## src/rtl/cpu_pkg.sv

```systemverilog
package cpu_pkg;
  localparam int DW   = 8;
  localparam int AW   = 8;
  localparam int NREG = 4;
  localparam int RIW  = $clog2(NREG);
  localparam int FETCH_LAST = 2;

  localparam logic [3:0] OPC_LDI  = 4'h1;
  localparam logic [3:0] OPC_LDM  = 4'h2;
  localparam logic [3:0] OPC_ADD  = 4'h3;
  localparam logic [3:0] OPC_STOP = 4'hF;

  typedef enum logic [2:0] {
    ST_FETCH  = 3'd0,
    ST_DECODE = 3'd1,
    ST_ALU    = 3'd2,
    ST_MEM    = 3'd3,
    ST_WB     = 3'd4,
    ST_STOP   = 3'd5
  } stage_e;

  typedef enum logic [1:0] {
    K_STOP = 2'd0,
    K_LDI  = 2'd1,
    K_LDM  = 2'd2,
    K_ADD  = 2'd3
  } kind_e;

  typedef struct packed {
    kind_e           kind;
    logic [RIW-1:0]  dst;
    logic [RIW-1:0]  src;
    logic [DW-1:0]   arg;
  } uop_t;
endpackage

```

## src/rtl/cpu_sequencer.sv

```systemverilog
module cpu_sequencer
  import cpu_pkg::*;
(
  input  logic       clk,
  input  logic       rst,
  input  logic       stop_req,
  output stage_e     stage,
  output logic [1:0] fsub
);
  always_ff @(posedge clk) begin
    if (rst) begin
      stage <= ST_FETCH;
      fsub  <= '0;
    end else begin
      case (stage)
        ST_FETCH: begin
          if (fsub == 2'(FETCH_LAST)) begin
            fsub  <= '0;
            stage <= ST_DECODE;
          end else begin
            fsub <= fsub + 2'd1;
          end
        end
        ST_DECODE: stage <= stop_req ? ST_STOP : ST_ALU;
        ST_ALU:    stage <= ST_MEM;
        ST_MEM:    stage <= ST_WB;
        ST_WB:     stage <= ST_FETCH;
        ST_STOP:   stage <= ST_STOP;
        default:   stage <= ST_FETCH;
      endcase
    end
  end
endmodule

```

## src/rtl/cpu_decoder.sv

```systemverilog
module cpu_decoder
  import cpu_pkg::*;
(
  input  logic [DW-1:0] ir_op,
  input  logic [DW-1:0] ir_arg,
  output uop_t          uop
);
  always_comb begin
    uop.dst = ir_op[3:2];
    uop.src = ir_op[1:0];
    uop.arg = ir_arg;
    case (ir_op[7:4])
      OPC_LDI: uop.kind = K_LDI;
      OPC_LDM: uop.kind = K_LDM;
      OPC_ADD: uop.kind = K_ADD;
      default: uop.kind = K_STOP;
    endcase
  end
endmodule

```

## src/rtl/cpu_regfile.sv

```systemverilog
module cpu_regfile
  import cpu_pkg::*;
#(
  parameter int N  = NREG,
  parameter int W  = DW,
  localparam int IW = $clog2(N)
) (
  input  logic          clk,
  input  logic          rst,
  input  logic          we,
  input  logic [IW-1:0] waddr,
  input  logic [W-1:0]  wdata,
  input  logic [IW-1:0] raddr_a,
  input  logic [IW-1:0] raddr_b,
  output logic [W-1:0]  rdata_a,
  output logic [W-1:0]  rdata_b
);
  logic [W-1:0] regs [N];

  for (genvar g = 0; g < N; g++) begin : g_reg
    always_ff @(posedge clk) begin
      if (rst)                             regs[g] <= '0;
      else if (we && waddr == IW'(g))      regs[g] <= wdata;
    end
  end

  assign rdata_a = regs[raddr_a];
  assign rdata_b = regs[raddr_b];
endmodule

```

## src/rtl/quint_cpu.sv

```systemverilog
module quint_cpu
  import cpu_pkg::*;
(
  input  logic        clk,
  input  logic        rst,
  output logic        mem_rd,
  output logic [7:0]  mem_addr,
  input  logic [7:0]  mem_rdata,
  output logic        wb_valid,
  output logic [1:0]  wb_reg,
  output logic [7:0]  wb_data,
  output logic [7:0]  pc,
  output logic [2:0]  stage,
  output logic        halted
);
  stage_e          st;
  logic [1:0]      fsub;
  logic [AW-1:0]   pc_q, mar_q;
  logic [DW-1:0]   ir_op_q, ir_arg_q;
  logic [DW-1:0]   opa_q, opb_q, res_q;
  logic [DW-1:0]   rd_a, rd_b, wdata;
  logic            we;
  uop_t            uop;

  cpu_sequencer u_seq (
    .clk      (clk),
    .rst      (rst),
    .stop_req (uop.kind == K_STOP),
    .stage    (st),
    .fsub     (fsub)
  );

  cpu_decoder u_dec (
    .ir_op  (ir_op_q),
    .ir_arg (ir_arg_q),
    .uop    (uop)
  );

  cpu_regfile #(.N(NREG), .W(DW)) u_rf (
    .clk     (clk),
    .rst     (rst),
    .we      (we),
    .waddr   (uop.dst),
    .wdata   (wdata),
    .raddr_a (uop.dst),
    .raddr_b (uop.src),
    .rdata_a (rd_a),
    .rdata_b (rd_b)
  );

  // Datapath registers, each loaded in its own state.
  always_ff @(posedge clk) begin
    if (rst) begin
      pc_q     <= '0;
      mar_q    <= '0;
      ir_op_q  <= '0;
      ir_arg_q <= '0;
      opa_q    <= '0;
      opb_q    <= '0;
      res_q    <= '0;
    end else begin
      case (st)
        ST_FETCH: begin
          if (fsub == 2'd1) ir_op_q <= mem_rdata;
          if (fsub == 2'(FETCH_LAST)) begin
            ir_arg_q <= mem_rdata;
            pc_q     <= pc_q + AW'(2);
          end
        end
        ST_DECODE: begin
          opa_q <= rd_a;
          opb_q <= rd_b;
        end
        ST_ALU: begin
          res_q <= (uop.kind == K_ADD) ? opa_q + opb_q : uop.arg;
          if (uop.kind == K_LDM) mar_q <= uop.arg[AW-1:0];
        end
        default: ;
      endcase
    end
  end

  // Memory port: two fetch reads, one optional data read.
  always_comb begin
    mem_rd   = 1'b0;
    mem_addr = mar_q;
    if (st == ST_FETCH) begin
      mem_addr = (fsub == 2'd0) ? pc_q : pc_q + AW'(1);
      mem_rd   = (fsub != 2'(FETCH_LAST));
    end else if (st == ST_MEM) begin
      mem_rd   = (uop.kind == K_LDM);
    end
  end

  assign we       = (st == ST_WB);
  assign wdata    = (uop.kind == K_LDM) ? mem_rdata : res_q;
  assign wb_valid = we;
  assign wb_reg   = uop.dst;
  assign wb_data  = wdata;
  assign pc       = pc_q;
  assign stage    = st;
  assign halted   = (st == ST_STOP);
endmodule

```

## config.mk

```make
export PLATFORM = sky130hd
export DESIGN_NAME = quint_cpu
export DESIGN_NICKNAME = d
export VERILOG_FILES = /design/src/rtl/cpu_pkg.sv /design/src/rtl/cpu_sequencer.sv /design/src/rtl/cpu_decoder.sv /design/src/rtl/cpu_regfile.sv /design/src/rtl/quint_cpu.sv
export SDC_FILE = /design/constraint.sdc
export NUM_CORES = 1
export LEC_CHECK = 0
export ABC_AREA = 1
export BUFFER_PORTS_ARGS = -buffer_cell sky130_fd_sc_hd__buf_2
export CAP_MARGIN = 20
export CORE_MARGIN = 2
export CORE_UTILIZATION = 56
export CTS_BUF_LIST = sky130_fd_sc_hd__clkbuf_2 sky130_fd_sc_hd__clkbuf_4 sky130_fd_sc_hd__clkbuf_8
export DETAILED_ROUTE_END_ITERATION = 8
export PLACE_DENSITY = 0.79
export SLEW_MARGIN = 20
export SYNTH_ARGS = -nofsm -noshare
export SYNTH_HDL_FRONTEND = slang
export SYNTH_SLANG_ARGS = --single-unit
```

## constraint.sdc

```tcl
create_clock -name clk -period 1.85 [get_ports clk]
set_input_delay 0 -clock clk [delete_from_list [all_inputs] [get_ports clk]]
set_output_delay 0 -clock clk [all_outputs]
set_load 0.01 [all_outputs]
```

# After elaboration in Yosys (flattened, before gate mapping)
# Memories as Yosys holds them, arrays and structs flattened. A register that Yosys moved wholly into a read port is not among the register bits.
# Index checks and enable logic that the tools add are counted.
[totals] register_bits=45 mem_bits_rw=32 in_bits=10 n_memories=1
[memory_table] name="u_rf.regs" depth=4 width=8 read_ports=2 rd_clocked_by_memory_dff=2 wr=4 line_no="cpu_regfile.sv:18" source="logic [W-1:0] regs [N];"
[op_classes] mux=29 bitwise=4 n_eq_ne=17 add_sub_neg=4 reduce_logical=11
[op_table] op="$mux W8" count=8
[op_table] op="$mux W1" count=16
[op_table] op="$pmux W3 S5" count=1
[op_table] op="$eq A2 B2 Y1 const B" count=5
[op_table] op="$add A8 B1 Y8 const B" count=1
[op_table] op="$add A8 B2 Y8 const B" count=1
[op_table] op="$add A8 B8 Y8" count=1
[op_table] op="$eq A4 B2 Y1 const B" count=2
[op_table] op="$eq A3 B2 Y1 const B" count=2
[op_table] op="$eq A3 B3 Y1 const B" count=2
[op_table] op="$logic_not A2 Y1" count=3
[op_table] op="$mux W3" count=2
[op_table] op="$pmux W2 S3" count=1
[op_table] op="$reduce_and A2 Y1" count=3
[op_table] op="$eq A2 B1 Y1 const B" count=2
[op_table] op="$eq A4 B1 Y1 const B" count=1
[op_table] op="$logic_and A1 B1 Y1" count=4
[op_table] op="$ne A2 B2 Y1 const B" count=2
[op_table] op="$or A1 B1 Y1" count=4
[op_table] op="$eq A3 B1 Y1 const B" count=1
[op_table] op="$logic_not A3 Y1" count=1
[op_table] op="$add A2 B1 Y2 const B" count=1
[op_table] op="$mux W2" count=1

# Logic depth before layout (Yosys ltp)
[depth] ltp_word=6 depth_mapped=12

# Hierarchy
# Synthesis repeated with hierarchy kept, for this count alone.
[hier_totals] hier_cells=684 hier_area_um2=4912.2
[modules_own_cells] mod="quint_cpu" area_per_inst_um2=2721.4 instances=1 cells_per_inst=385
[modules_own_cells] mod="cpu_regfile" area_per_inst_um2=1844.3 instances=1 cells_per_inst=244
[modules_own_cells] mod="cpu_sequencer" area_per_inst_um2=230.2 instances=1 cells_per_inst=36
[modules_own_cells] mod="cpu_decoder" area_per_inst_um2=116.4 instances=1 cells_per_inst=19

# Worst setup path after synthesis
# OpenSTA, ideal clock, no wires.
[synth_timing] kind="reg-to-reg" start="register u_seq.stage[2]" end="memory u_rf.regs[2][0] in the netlist's numbering, enable pin" slack_ns=-0.099 path_stages_with_launch=5 setup_ns=0.384 required_time_ns=1.466 n_path_buf=0 arrival_ns=1.565 path_cell_list="dfxtp_1 -> inv_1 -> nor3_4 -> inv_1 -> o21ai_0"
[synth_rtl] item="from (decl)" line_no="cpu_sequencer.sv:7" source="output stage_e stage,"
[synth_rtl] item="from (signal assigned)" line_no="cpu_sequencer.sv:24" source="ST_DECODE: stage <= stop_req ? ST_STOP : ST_ALU;"
[synth_rtl] item="to (decl)" line_no="cpu_regfile.sv:18"

# Final worst setup path
[layout_timing] start="register ir_op_q[7]" end="output wb_data[4]"
[layout_between] elab_chain_cells=4
[layout_rtl] item="from (decl)" line_no="quint_cpu.sv:19" source="logic [DW-1:0] ir_op_q, ir_arg_q;"
[layout_rtl] item="from (signal assigned)" line_no="quint_cpu.sv:64" source="if (fsub == 2'd1) ir_op_q <= mem_rdata;"
[layout_rtl] item="$eq A4 B2 Y1 or $eq A4 B1 Y1 (tied branches)" line_no="cpu_decoder.sv:12" source="case (ir_op[7:4])"
[layout_rtl] item="$pmux W2 S3 *" line_no="cpu_decoder.sv:12"
[layout_rtl] item="$eq A2 B2 Y1 *" line_no="quint_cpu.sv:96" source="assign wdata = (uop.kind == K_LDM) ? mem_rdata : res_q;"
[layout_rtl] item="$mux W8 *" line_no="quint_cpu.sv:96"
[layout_rtl] item="to (decl)" line_no="quint_cpu.sv:11" source="output logic [7:0] wb_data,"
# Every way passes the cells marked *; elsewhere a longest branch is shown, timed or not.

==> metrics.md <==
| Metric | Value |
|---|---|
| Status | `completed` |
| Final setup violation count | `0` |
| Fmax | `568 MHz` |
| CP endpoint kind | `output port` |
| Post-Syn Area | `4550 um^2` |
| Critical Path End | `wb_data[4]` |
| Finished Layout Cells | `724` |
| #FFs+latches synth | `92` |
| Tot Pwr | `7.25 mW` |
| Share of cells above drive strength 1 | `0.166` |
| TNS Setup | `0 ns` |
| Worst Path Max Fanout | `5` |
| RSZ-0062 raised after global routing | `false` |
| VDD IR max | `1000 uV` |
| Routed length per instance | `16.3 um` |
| Commonest non-fill, non-tap cells in the layout | `nor2_1, inv_1, o21ai_0` |
| Routed WL | `11.8 mm` |
| Area Overhead vs Synth | `13.9%` |
| DP HPWL | `8.51 mm` |
| CTS Buf Count | `9` |
| Inst Count DP | `699` |
| # diodes | `0` |
| Initial Util | `0.583` |
| Clock tree from TritonCTS | `built` |
| Routed Antenna Nets | `0` |
| Slew Viols, Final | `0` |
| Max Cap Viol | `0` |
| Final Critical Period | `1.76 ns` |
| Met2 Use GR | `0.438` |
| GRT Total Usage | `0.284` |
| I/O Buffers | `40` |
| Clock Path Buffers | `2` |
| Syn nets | `585` |
| Reg2reg end | `res_q[6]` |
| Register area share after synthesis | `0.475` |
| Ports | `42` |
| Area leader, netlist | `dfxtp_1` |
| Commonest non-fill, non-tap cell in the layout | `nor2_1` |
| H-Tree Depth | `3` |
| Row Count | `32` |
| DIE AREA | `8860 um^2` |
| Worst R2R Setup Slack | `0.15 ns` |
| Cells on worst reg2reg path | `12` |
| GR Layer Usage met3 | `0.0730` |
| Grt total ovfl | `0` |
| Final Core Density | `0.664` |
| Core area | `7810 um^2` |
| Worst-path clk slew | `0.09 ns` |
| Pleak | `2.26 nW` |
| Die height | `94.1 um` |
| Fin. Hold Viols | `0` |
| Die Span X | `94.1 um` |
| Setup CP Type | `flop to output port` |
| Critical Path RT | `1.85 ns` |
| Cells after Synth | `566` |
| Via count | `4087` |
| Clk_lat worst skew | `0.36 ns` |
| Worst reg2reg startpoint | `opb_q[0]` |
| Crit share post-route | `0.951` |
| Fin area | `5180 um^2` |
| Crit. Startpoint | `ir_op_q[7]` |
| Hold WC Path Type | `flop to flop` |
| CP Launch Type | `flop` |
| Synth unique cells | `36` |
| Syn avg cell area | `8.04 um^2` |
| Initial antenna violation count | `0` |
| Routability Congestion | `0.894` |
| Ys Warns | `0` |
| TritonCTS Sinks | `92` |
| GR Util met1 | `0.395` |
| 1st-pass router iterations | `5` |
| Post-DR vias/cell | `5.65` |
| GR peak layer | `met2` |
| Remaining DRCs | `0` |
| Cell Pwr Density | `1400 nW/um^2` |
| Worst Skew | `0.00984 ns` |
| Ranking of synthesized cells by area | `dfxtp_1, edfxtp_1, o21ai_0, nor2_1, inv_1` |
| Top cell type's share of synthesized area | `0.264` |
| Clk root buf | `clkbuf_8` |
| Largest net degree at the start of global routing | `52` |
| Arrival time at the worst endpoint | `1.76 ns` |
| First-pass GRT wire length | `19.2 mm` |
| Final net count | `636` |
| Placed inst area | `4860 um^2` |
| Vias in the first global route | `3813` |
| Starting DRC count in detailed routing | `559` |
state kept, by name, indices dropped and copies added (netlist names):
| name | count |
|---|---|
| u_rf.regs | 32 |
| ir_arg_q | 8 |
| ir_op_q | 8 |
| mar_q | 8 |
| opa_q | 8 |
| opb_q | 8 |
| res_q | 8 |
| pc | 7 |
| u_seq.stage | 3 |
| u_seq.fsub | 2 |
stage by stage:
step                hold slack, ns  worst slack [ns]
floorplan                    0.154           -0.0988
global placement             0.303             0.233
detailed placement           0.315             0.157
CTS                          0.468            0.0731
global route                 0.506           0.00180
finish                       0.480            0.0898
kinds of logic (layout without fill, tap and decap cells):
kind of cell | Yosys count | count (layout) | share of synthesized area
AND/OR/NAND/NOR | 192 | 192 | 0.196
AO/OA/AOI/OAI | 165 | 165 | 0.200
buffers and inverters | 105 | 161 | 0.0985
flip-flops | 92 | 92 | 0.475
adder cells (fa/ha/maj) | 9 | 9 | 0.0264
XOR/XNOR | 2 | 2 | 0.00385
other | 1 | 1 | 0.000824
how the worst min path moves through the flow:
stage,from,to,depth (start not counted)
after floorplan,mem_rdata[0],wb_data[0],2
after global placement,mem_rdata[7],ir_op_q[7],3
after detailed placement,mem_rdata[7],ir_op_q[7],3
after CTS,mem_rdata[7],ir_op_q[7],4
after global routing,res_q[5],res_q[5],2
final,res_q[7],res_q[7],2
what timing repair did:
item	CTS	global route
hold buffers	9	0
buffers inserted	0	0
gates resized for setup	0	5
endpoints found under the hold margin	23	0
setup endpoints to repair	0	3
worst max-delay path, stage by stage (launching register included):
cell     delay (ns)
dfxtp_1        0.32
nor2_1         0.19
nand3_1        0.16
buf_4          0.21
o21ai_2        0.31
inv_1          0.06
buf_2          0.15
per-layer routing:
metal / up-vias / wire (um)
li1: 1994 / -
met1: 1890 / 5060
met2: 176 / 5380
met5: - / 0
met3: 27 / 1050
met4: 0 / 305
cells in the mapped netlist:
master,number
a21oi_1,55
a31oi_1,14
buf_2,14
buf_4,5
buf_6,2
clkbuf_1,5
clkinv_1,2
conb_1,1
dfxtp_1,60
edfxtp_1,32
fa_1,1
ha_1,8
inv_1,74
inv_2,2
inv_4,1
nand2_1,60
nand2_2,1
nand2_8,1
nand3_1,25
nand3_2,1
nand3_4,1
nand3b_1,2
nand4_1,4
nor2_1,76
nor2_2,1
nor2_4,2
nor3_1,2
nor3_4,2
nor3b_1,1
o211ai_1,10
o21ai_0,70
o21ai_2,8
o22ai_1,8
or2_1,5
or2_2,8
xnor2_1,2
area by class of cell:
cell class                 count  area (um^2)
sequential                    92         2160
multi-input combinational    369         1960
timing repair buffer          66          418
inverter                      79          299
tap                          102          128
clock buffer                   9          124
fill                         630         2630
clock inverter                 7         87.6
report_power, final:
part | leakage [nW] | internal, mW | switching (mW)
clock | 0.109 | 0.662 | 0.807
combinational | 1.33 | 1.04 | 1.95
sequential | 0.819 | 2.49 | 0.297
No activity file was read; power rests on OpenSTA's default activity.
